[config.mk]
export PLATFORM = sky130hd
export DESIGN_NAME = motor_guard
export DESIGN_NICKNAME = d
export VERILOG_FILES = /design/src/rtl/motor_guard_pkg.sv /design/src/rtl/mg_edge_sync.sv /design/src/rtl/mg_short_latch.sv /design/src/rtl/mg_mode_arbiter.sv /design/src/rtl/motor_guard.sv
export SDC_FILE = /design/constraint.sdc
export NUM_CORES = 1
export LEC_CHECK = 0
export ABC_CLOCK_PERIOD_IN_PS = 1800
export CORE_AREA = 2 2 39 41
export CTS_CLUSTER_DIAMETER = 100
export CTS_CLUSTER_SIZE = 25
export DETAILED_ROUTE_END_ITERATION = 8
export DIE_AREA = 0 0 41 43
export PLACE_DENSITY = 0.67
export SLEW_MARGIN = 20
export SYNTH_ARGS = -nofsm -noshare
export SYNTH_HDL_FRONTEND = slang
export SYNTH_SLANG_ARGS = --single-unit
export TNS_END_PERCENT = 50
[constraint.sdc]
create_clock -name clk -period 1.8 [get_ports clk]
set_clock_uncertainty 0.1 [all_clocks]
set_input_delay 0.18 -clock clk [delete_from_list [all_inputs] [get_ports clk]]
set_output_delay 0.18 -clock clk [all_outputs]
set_load 0.05 [all_outputs]
[src/rtl/motor_guard_pkg.sv]
package motor_guard_pkg;

  typedef enum logic [1:0] {
    DRV_RUN   = 2'b00,
    DRV_COAST = 2'b01,
    DRV_BRAKE = 2'b10
  } drv_mode_t;

  // Codes with all three sensors equal cannot occur with 120-degree spacing
  function automatic logic hall_code_bad(input logic [2:0] code);
    return (code == 3'b000) || (code == 3'b111);
  endfunction

  // Mode applied during a stop or undervoltage event
  function automatic drv_mode_t event_mode(input logic pick);
    return pick ? DRV_BRAKE : DRV_COAST;
  endfunction

endpackage

[src/rtl/mg_edge_sync.sv]
module mg_edge_sync #(
  parameter int STAGES = 2
) (
  input  logic clk,
  input  logic rst_n,
  input  logic din,
  output logic level,
  output logic rise
);
  localparam int LAST = STAGES;

  logic [LAST:0] chain_q;

  always_ff @(posedge clk or negedge rst_n) begin
    if (!rst_n) chain_q <= '0;
    else        chain_q <= {chain_q[LAST-1:0], din};
  end

  assign level = chain_q[LAST-1];
  assign rise  = chain_q[LAST-1] & ~chain_q[LAST];

  // a rise lasts a single cycle
  assert_rise_single_R3: assert property (@(posedge clk) disable iff (!rst_n)
    rise |=> !rise);
endmodule

[src/rtl/mg_short_latch.sv]
module mg_short_latch #(
  parameter int NPH = 3
) (
  input  logic           clk,
  input  logic           rst_n,
  input  logic [NPH-1:0] hs_sel,
  input  logic [NPH-1:0] hs_permit,
  input  logic [NPH-1:0] hs_vds_hi,
  input  logic           commutate,
  input  logic           stop_level,
  output logic           short_flag
);
  logic [NPH-1:0] hs_on_q;
  logic           short_seen;
  logic           short_clr;

  always_ff @(posedge clk or negedge rst_n) begin
    if (!rst_n) hs_on_q <= '0;
    else        hs_on_q <= hs_sel & hs_permit;
  end

  assign short_seen = |(hs_on_q & hs_vds_hi);
  assign short_clr  = commutate | stop_level;

  always_ff @(posedge clk or negedge rst_n) begin
    if (!rst_n)          short_flag <= 1'b0;
    else if (short_clr)  short_flag <= 1'b0;
    else if (short_seen) short_flag <= 1'b1;
  end

  assert_short_set_R7: assert property (@(posedge clk) disable iff (!rst_n)
    (short_seen && !short_clr) |=> short_flag);
  assert_commut_clear_R8: assert property (@(posedge clk) disable iff (!rst_n)
    commutate |=> !short_flag);
  assert_short_hold_R9: assert property (@(posedge clk) disable iff (!rst_n)
    (short_flag && !short_clr) |=> short_flag);
endmodule

[src/rtl/mg_mode_arbiter.sv]
module mg_mode_arbiter
  import motor_guard_pkg::*;
#(
  parameter int NPH = 3
) (
  input  logic           clk,
  input  logic           rst_n,
  input  logic [2:0]     hall,
  input  logic           over_temp,
  input  logic           supply_low,
  input  logic           stop_level,
  input  logic           stop_rise,
  input  logic           brake_req,
  input  logic           brake_pick,
  input  logic           short_flag,
  input  logic [NPH-1:0] boot_busy,
  output logic           fault,
  output drv_mode_t      mode,
  output logic [NPH-1:0] hs_permit
);
  logic uv_q;
  logic pick_q;
  logic hall_err;
  logic uv_rise;
  logic trig;
  logic pick_now;

  assign hall_err = hall_code_bad(hall);
  assign uv_rise  = supply_low & ~uv_q;
  assign trig     = uv_rise | stop_rise;
  assign pick_now = trig ? brake_pick : pick_q;

  always_ff @(posedge clk or negedge rst_n) begin
    if (!rst_n) begin
      uv_q   <= 1'b0;
      pick_q <= 1'b0;
    end else begin
      uv_q <= supply_low;
      if (trig) pick_q <= brake_pick;
    end
  end

  always_comb begin
    if (hall_err || over_temp)        mode = DRV_COAST;
    else if (supply_low || stop_level) mode = event_mode(pick_now);
    else if (brake_req)               mode = DRV_BRAKE;
    else                              mode = DRV_RUN;
  end

  assign fault = hall_err | over_temp | supply_low | short_flag;

  for (genvar p = 0; p < NPH; p++) begin : g_permit
    assign hs_permit[p] = (mode == DRV_RUN) & ~short_flag & ~boot_busy[p];
  end

  assert_hall_coast_R1: assert property (@(posedge clk) disable iff (!rst_n)
    hall_err |-> (mode == DRV_COAST && fault && hs_permit == '0));
  assert_ot_coast_R2: assert property (@(posedge clk) disable iff (!rst_n)
    over_temp |-> (mode == DRV_COAST && fault));
  assert_pick_capture_R3: assert property (@(posedge clk) disable iff (!rst_n)
    trig |=> pick_q == $past(brake_pick));
  assert_pick_hold_R3: assert property (@(posedge clk) disable iff (!rst_n)
    !trig |=> $stable(pick_q));
  assert_boot_block_R10: assert property (@(posedge clk) disable iff (!rst_n)
    (hs_permit & boot_busy) == '0);
  assert_run_only_permit_R5: assert property (@(posedge clk) disable iff (!rst_n)
    (mode != DRV_RUN) |-> hs_permit == '0);
endmodule

[src/rtl/motor_guard.sv]
module motor_guard
  import motor_guard_pkg::*;
#(
  parameter int NPH         = 3,
  parameter int SYNC_STAGES = 2
) (
  input  logic           clk,
  input  logic           rst_n,
  input  logic           stop_req,
  input  logic           brake_req,
  input  logic           brake_pick,
  input  logic [2:0]     hall,
  input  logic           supply_low,
  input  logic           over_temp,
  input  logic [NPH-1:0] hs_sel,
  input  logic [NPH-1:0] hs_vds_hi,
  input  logic           commutate,
  input  logic [NPH-1:0] boot_busy,
  output logic           fault_o,
  output logic [1:0]     mode_o,
  output logic           hs_mask_o,
  output logic [NPH-1:0] hs_permit_o
);
  logic      stop_level;
  logic      stop_rise;
  logic      short_flag;
  drv_mode_t mode;

  mg_edge_sync #(.STAGES(SYNC_STAGES)) u_stop_sync (
    .clk   (clk),
    .rst_n (rst_n),
    .din   (stop_req),
    .level (stop_level),
    .rise  (stop_rise)
  );

  mg_short_latch #(.NPH(NPH)) u_short (
    .clk        (clk),
    .rst_n      (rst_n),
    .hs_sel     (hs_sel),
    .hs_permit  (hs_permit_o),
    .hs_vds_hi  (hs_vds_hi),
    .commutate  (commutate),
    .stop_level (stop_level),
    .short_flag (short_flag)
  );

  mg_mode_arbiter #(.NPH(NPH)) u_arb (
    .clk        (clk),
    .rst_n      (rst_n),
    .hall       (hall),
    .over_temp  (over_temp),
    .supply_low (supply_low),
    .stop_level (stop_level),
    .stop_rise  (stop_rise),
    .brake_req  (brake_req),
    .brake_pick (brake_pick),
    .short_flag (short_flag),
    .boot_busy  (boot_busy),
    .fault      (fault_o),
    .mode       (mode),
    .hs_permit  (hs_permit_o)
  );

  assign mode_o    = mode;
  assign hs_mask_o = short_flag;

  // the stop level never selects run
  assert_stop_no_run_R4: assert property (@(posedge clk) disable iff (!rst_n)
    stop_level |-> mode != DRV_RUN);
  // a latched short keeps the high sides masked
  assert_mask_blocks_R7: assert property (@(posedge clk) disable iff (!rst_n)
    hs_mask_o |-> (hs_permit_o == '0 && fault_o));
endmodule

Word-level counts from Yosys, hierarchy flattened
Cells that the tools add are included.
{"block": "op_classes", "eq_ne": 1, "n_mux": 7, "bitwise_logic": 19, "n_reduce_logical": 7}
{"cell": "$mux 2", "n": 4}
{"cell": "$and 1x1->1", "n": 6}
{"cell": "$and 3x3->3", "n": 2}
{"cell": "$not 1->1", "n": 6}
{"cell": "$or 1x1->1", "n": 5}
{"cell": "$eq 3x3->1 const B", "n": 1}
{"cell": "$logic_not 3->1", "n": 1}
{"cell": "$logic_or 1x1->1", "n": 3}
{"cell": "$mux 1", "n": 3}
{"cell": "$reduce_or 3->1", "n": 1}
{"cell": "$logic_not 2->1", "n": 1}
{"cell": "$reduce_bool 2->1", "n": 1}
{"block": "totals", "ff_bits": 9, "inputBits": 20, "wordCells": 39}

Depth between registers and ports, before layout
Gate-level depths: netlist of run 1.
{"block": "logic_depth", "depth_word": 11, "ltp_mapped": 3, "depth_no_buf": 3}

By module
A second synthesis of run 1 with hierarchy kept.
{"block": "hier_totals", "cells_unflattened": 33, "area_unflattened_um2": 425.4}
{"module": "mg_mode_arbiter", "n_inst": 1, "cells_each": 19, "area_per_inst_um2": 192.7, "seq_area_each_um2": 50.0}
{"module": "mg_short_latch", "n_inst": 1, "cells_each": 10, "area_per_inst_um2": 143.9, "seq_area_each_um2": 100.1}
{"module": "mg_edge_sync", "n_inst": 1, "cells_each": 4, "area_per_inst_um2": 88.8, "seq_area_each_um2": 75.1}

Worst setup path after synthesis of run 1
Ideal clock, no wire load.
{"block": "synth_timing", "path_kind": "register to output", "from": "register u_stop_sync.chain_q[1]", "to": "output mode_o[1]", "arrival_time_ns": 2.298, "required_time_ns": 1.520, "path_slack_ns": -0.778, "stages_incl_launch_ff": 4, "cell_sequence": "dfrtp_1 > nor2b_4 > o21bai_1 > nor4b_1"}
{"block": "synth_between", "elab_chain_len": 6, "word_cells_on_any_way": 7, "cone_classes": "mux (4); bitwise (2); reduce/logical (1)"}
{"item": "from (decl)", "line_no": "mg_edge_sync.sv:12", "source": "logic [LAST:0] chain_q;"}
{"item": "from (signal assigned)", "line_no": "mg_edge_sync.sv:16", "source": "else chain_q <= {chain_q[LAST-1:0], din};"}
{"item": "$and 1x1->1", "line_no": "mg_edge_sync.sv:20", "source": "assign rise = chain_q[LAST-1] & ~chain_q[LAST];"}
{"item": "$or 1x1->1", "line_no": "mg_mode_arbiter.sv:30", "source": "assign trig = uv_rise | stop_rise;"}
{"item": "$mux 1"}
{"item": "$mux 2", "line_no": "motor_guard_pkg.sv:16", "source": "return pick ? DRV_BRAKE : DRV_COAST;"}
{"item": "$mux 2 (*)", "line_no": "mg_mode_arbiter.sv:45", "source": "else if (supply_low || stop_level) mode = event_mode(pick_now);"}
{"item": "$mux 2 (*)", "line_no": "mg_mode_arbiter.sv:44", "source": "if (hall_err || over_temp) mode = DRV_COAST;"}
{"item": "to (decl)", "line_no": "motor_guard.sv:20", "source": "output logic [1:0] mode_o,"}
Every way passes the cells marked *; elsewhere a longest branch is shown, timed or not.

Final worst setup path of run 1
{"block": "layout_timing", "from": "register u_stop_sync.chain_q[1]", "to": "output mode_o[0]"}
Same word-level chain as after synthesis.

==> flow_summary.json, run 1 <==
{
  "status": "finished, violations left",
  "violations": "setup timing",
  "p_seq_frac": 0.428,
  "drtIter0Drc": 0,
  "synth_top_area_cell": "dfrtp_1",
  "crit_arrival_ns": 1.54,
  "power_leakage_nw": 0.351,
  "grt_pass1_wl_mm": 1.64,
  "syn_to_final_growth_pct": 105,
  "hold_viol": 0,
  "synth-seq-cells": 9,
  "cts_tree": "yes",
  "numPortBuffers": 26,
  "gp_congestion": 0.621,
  "fmax_ghz": 0.550,
  "final_layout_size_suffix_gt1_frac": 0.391,
  "async_flop_share": 1.00,
  "worst_path_max_delay_cell": "dfrtp_2",
  "wl_met2_um": 565,
  "fin_nets": 90,
  "total_power_mw": 0.508,
  "grt_pass1_vias": 431,
  "wl_met1_um": 348,
  "power_frac_comb": 0.278,
  "cp-startpoint": "u_stop_sync.chain_q[1]",
  "final.setup.worst_slack_ns": -0.0168,
  "dr_wl_met3_um": 69,
  "first_pass_iters": 1,
  "clockPowerShare": 0.294,
  "start_util": 0.293,
  "reg2reg_setup_slack_ns": 0.34,
  "yosysWarnings": 0,
  "grt_setup_unrepaired": "yes",
  "numCtsBuffers": 3,
  "drcViolationCount": 0,
  "fin_crit_sh": 1.01,
  "finalMaxSlewViolations": 0,
  "netlist_top_cells_count": "dfrtp_1 (9), nor2_1 (6), nor3b_1 (3)",
  "seqCellArea_um2": 226,
  "clk_latency_ns": 0.25,
  "internal-power_mw": 0.380,
  "num_antenna_cells": 0,
  "p_sw_frac": 0.252,
  "start_kind": "flop",
  "die_h_um": 43,
  "slowest_delay_ns": 0.43,
  "crit_fanout": 5,
  "yosysMostFrequentCell": "dfrtp_1",
  "core_um2": 1380,
  "routed_wirelength_um": 982,
  "path_clk_slew_ns": 0.06,
  "die_area_um2": 1760,
  "viasPerCell": 4.58,
  "reg2reg_from": "u_stop_sync.chain_q[1]",
  "seq_area_frac_synth": 0.556,
  "multi_input_area_um2": 203,
  "top_layer_used": "met3",
  "synth_top_area_frac": 0.556,
  "grt_usage": 0.141,
  "tns_ns": -0.0239,
  "cp_data_required_time_ns": 1.52,
  "worstSetupEndpoint": "mode_o[0]",
  "synth_nets": 54,
  "post-route-min-period_ns": 1.82,
  "cts_root_buf": "clkbuf_4",
  "die_x_um": 41,
  "grt_max_degree": 10,
  "finalSetupViolCount": 2,
  "clkSinkCount": 9,
  "ir_worst_vdd_uv": 351,
  "critPathKind": "flop to output pin",
  "synth_cell_types": 19,
  "synth_flop_cell": "dfrtp_1",
  "endpoint_kind": "output pin",
  "cts_buffer_depth": 2,
  "fillers": 121,
  "slew_headroom": 0.740,
  "drtAntennaViolNets": 0,
  "fp-row-count": 14,
  "worst_pin_slew_ns": 0.389,
  "synth_edf_count": 0,
  "routedWlPerCell_um": 11.6,
  "antenna_found_initial": 0,
  "grt_overflow": 0,
  "io-pin-count": 27,
  "p_sw_mw": 0.128,
  "dp_hpwl_um": 806,
  "syn_area_um2": 405,
  "syn_avg_cell_area_um2": 11.9,
  "maxCapViolCount": 0,
  "path_cells": "nor2b_4, o21bai_1, or3b_4, buf_12",
  "num_vias": 389,
  "synthCells": 34,
  "h-tree-depth": 1,
  "reg2reg_to": "u_short.hs_on_q[0]",
  "hold_path.class": "input pin to async pin",
  "power.density_nw_per_um2": 612,
  "hold_buffers": 0,
  "rr_worst_depth": 4,
  "synthTopCellsByArea": "dfrtp_1 (56%), nor2_1 (5.6%), nor3b_1 (5.6%)"
}
[metrics by stage]
stage,instances,utilization,hold WS (ns),worst slack (ns),instance area [um^2]
detailed placement,80,0.563,0.243,-0.0972,779
global placement,80,0.563,0.233,-0.0333,779
global route,85,0.599,0.145,-0.104,830
finish,85,0.599,0.114,-0.0168,830
CTS,84,0.588,0.117,-0.0480,813
floorplan,34,-,-0.216,-0.112,412
[power by group through the flow]
stage          clock network [mW]  registers (mW)  logic [mW]
2_1_floorplan                   0           0.219      0.0499
3_3_place_gp                    0           0.219       0.134
3_5_place_dp                    0           0.220       0.136
4_1_cts                     0.158           0.217       0.139
5_1_grt                     0.168           0.218       0.151
6_report                    0.149           0.217       0.141
[layout by cell type, fill, tap and decap left out]
cell / count
nor2_2: 3
nor2b_2: 1
clkbuf_1: 1
nand4b_1: 1
nor2b_4: 1
nand3_1: 1
buf_12: 6
nor4_2: 1
buf_4: 6
a22oi_1: 1
nor2_1: 3
or3b_4: 1
o21bai_1: 1
nor3b_1: 3
nor3_2: 1
nand4_2: 1
clkbuf_4: 3
dfrtp_2: 1
dlygate4sd2_1: 1
a211oi_1: 1
or3_1: 1
a21oi_1: 1
dfrtp_1: 8
nor4b_2: 1
clkdlybuf4s50_1: 18
nand3b_1: 1
mux2_2: 1
[critical path, delay by kind of cell (launching register included)]
kind            cells  cell delay (ns)
flops               1             0.43
compound gates      1             0.14
buf+inv             1             0.16
simple gates        2             0.56
[per-layer routing]
layer  track usage  vias up
met5             0        -
met4        0.0800        0
met3        0.0471        0
met2         0.225       17
met1         0.152      178
li1              -      194
[worst min path at each step]
stage,start,to,slack [ns],cells past startpoint
5_1_grt,rst_n,u_short.hs_on_q[0],0.15,1
3_5_place_dp,u_stop_sync.chain_q[0],u_stop_sync.chain_q[1],0.24,0
2_1_floorplan,rst_n,u_arb.pick_q,-0.22,0
4_1_cts,rst_n,u_short.hs_on_q[0],0.12,1
3_3_place_gp,u_stop_sync.chain_q[0],u_stop_sync.chain_q[1],0.23,0
6_report,rst_n,u_stop_sync.chain_q[0],0.11,1
[registers in the layout, summed over array words and instances (netlist names)]
register and count:
u_short.hs_on_q 3, u_short.short_flag 1, u_arb.uv_q 1, u_arb.pick_q 1, u_stop_sync.chain_q 3
[repair_timing]
item                       4_1_cts  5_1_grt
setup endpoints to repair        4        5
cloned                           0        0
pin swaps                        1        0
resized for setup                3        4
buffers inserted                 0        1
[area by class of cell]
class,count,share of cell area
Timing Repair Buffer,31,0.427
Sequential cell,9,0.273
Multi-Input combinational cell,25,0.244
Clock buffer,4,0.0317
Tap cell,16,0.0241
[cells by family after synthesis]
family,synth area share
AOI/OAI and AO/OA,0.0679
DFF,0.556
muxes,0.0278
and+or+nand+nor,0.349
Power figures use the tool's default switching activity.
==> run 2, diff against run 1 <==
Settings changed: SETUP_SLACK_MARGIN set to 0.3.
==> flow_summary.json, run 2 (same netlist as run 1, synthesis figures left out) <==
{
  "biggestRegsByFlops": "u_short.hs_on_q (3), u_stop_sync.chain_q (3)",
  "cts_tree": "yes",
  "post-route-min-period_ns": 1.83,
  "die_h_um": 43,
  "cp_data_required_time_ns": 1.52,
  "final_cell_count_no_fill": 86,
  "worst_path_max_delay_cell": "dfrtp_1",
  "violations": "setup timing",
  "grt_max_degree": 10,
  "use_met1": 0.149,
  "ir_worst_vdd_uv": 401,
  "power_leakage_nw": 0.375,
  "worst_pin_slew_ns": 0.483,
  "status": "finished, violations left",
  "die_area_um2": 1760,
  "maxCapViolCount": 0,
  "final.setup.worst_slack_ns": -0.0328,
  "layout_common_cells": "clkdlybuf4s50_1 (15), dfrtp_1 (8), buf_12 (6), buf_4 (5), nor2_4 (4)",
  "final_layout_size_suffix_gt1_frac": 0.414,
  "grt_usage": 0.136,
  "crit_arrival_ns": 1.55,
  "power.density_nw_per_um2": 581,
  "gp_congestion": 0.659,
  "grt-busiest-layer": "met2",
  "dpl.cell_count": 81,
  "hold_path.class": "input pin to async pin",
  "slew_headroom": 0.680,
  "critPathKind": "flop to output pin",
  "cts_root_buf": "clkbuf_4",
  "seqCellArea_um2": 226,
  "routed_wirelength_um": 985,
  "num_antenna_cells": 0,
  "core_um2": 1380,
  "grt_pass1_vias": 433,
  "die_x_um": 41,
  "grt_setup_unrepaired": "yes",
  "crit_fanout": 4,
  "fmax_ghz": 0.546,
  "first_pass_iters": 2,
  "num_vias": 415,
  "start_kind": "flop",
  "antenna_found_initial": 0,
  "endpoint_kind": "output pin",
  "numCtsBuffers": 3,
  "clkSinkCount": 9,
  "grt_overflow": 0,
  "path_cells": "nor2b_4, o21bai_1, or3b_4, buf_12",
  "fin_crit_sh": 1.02,
  "hold_viol": 0,
  "drcViolationCount": 0,
  "io-pin-count": 27,
  "grt_pass1_wl_mm": 1.59,
  "drtAntennaViolNets": 0,
  "fp-row-count": 14,
  "fillers": 112,
  "grt_use_met2": 0.219,
  "viasPerCell": 4.83,
  "total_power_mw": 0.525,
  "dp_hpwl_um": 808,
  "finalMaxSlewViolations": 0,
  "cts_buffer_depth": 2,
  "h-tree-depth": 1,
  "syn_to_final_growth_pct": 123,
  "layout_commonest_cell": "clkdlybuf4s50_1",
  "slowest_delay_ns": 0.42,
  "clk_latency_ns": 0.25,
  "grtUsageMet3": 0.0366,
  "routedWlPerCell_um": 11.5,
  "finalSetupViolCount": 2,
  "multi_input_area_um2": 262,
  "numPortBuffers": 26,
  "drtIter0Drc": 5,
  "path_clk_slew_ns": 0.06,
  "start_util": 0.293,
  "fin_nets": 91
}
## run 2: cell types whose count changed in the layout (fill, tap and decap cells not counted), moves of 2 or more
cell             change
nor2_4               +4
clkdlybuf4s50_1      -3
nor2_2               -3
clkdlybuf4s15_1      +2
## run 2: repair_timing
| action | CTS | global route |
|---|---|---|
| gates cloned | 0 | 0 |
| pin swaps | 3 | 1 |
| hold buffers | 0 | 0 |
| setup endpoints to repair | 7 | 7 |
| setup buffers | 1 | 0 |
| resized for setup | 9 | 3 |
## run 2: metal layers
layer  vias to the layer above  routed length (um)
met5                         -                   0
met3                         2                 106
li1                        197                   -
met1                       191                 376
met4                         0                  16
met2                        25                 486
## run 2: layout make-up
cell class	count	share of cell area
well taps	16	0.0222
flip-flops and latches	9	0.251
repair buffers	32	0.409
multi-input cells	25	0.289
clock buffers	4	0.0291
## run 2: final timing paths
check                                       start  cells after the start  slack [ns]                endpoint
max                        u_stop_sync.chain_q[1]                      4       -0.03               mode_o[0]
min                                         rst_n                      1        0.11      u_short.hs_on_q[1]
max reg2reg                u_stop_sync.chain_q[1]                      3        0.42      u_short.hs_on_q[1]
min reg2reg                u_stop_sync.chain_q[0]                      0        0.25  u_stop_sync.chain_q[1]
max in group asynchronous                   rst_n                      1        1.20      u_short.short_flag
min in group clk                       supply_low                      2        0.16              u_arb.uv_q
## run 2: power breakdown
part	switching (mW)	internal, mW	leakage (nW)
sequential	0.00675	0.211	0.112
combinational	0.0645	0.0921	0.248
clock	0.0659	0.0851	0.0150
total	0.137	0.388	0.375
## run 2: through the flow
stage / utilization / cell area [um^2] / worst slack (ns) / hold WS (ns) / TNS, ns
after floorplan: - / 464 / 0.223 / -0.216 / 0
after global placement: 0.608 / 842 / -0.0212 / 0.234 / -0.0369
after detailed placement: 0.608 / 842 / -0.0414 / 0.237 / -0.0955
after CTS: 0.646 / 895 / -0.0439 / 0.111 / -0.146
after global routing: 0.653 / 903 / -0.121 / 0.125 / -0.535
final: 0.653 / 903 / -0.0328 / 0.107 / -0.0352
## run 2: worst max-delay path, delay by kind of cell (launching register included)
kind | cells | cell delay (ns)
DFF | 1 | 0.42
AOI/OAI and AO/OA | 1 | 0.16
buffers and inverters | 1 | 0.16
and+or+nand+nor | 2 | 0.57
==> run 3, diff against run 2 <==
Settings changed: SLEW_MARGIN 20 to not set.
==> results of run 3 <==
No change in the layout: final DEF, timing and power equal those of run 2.
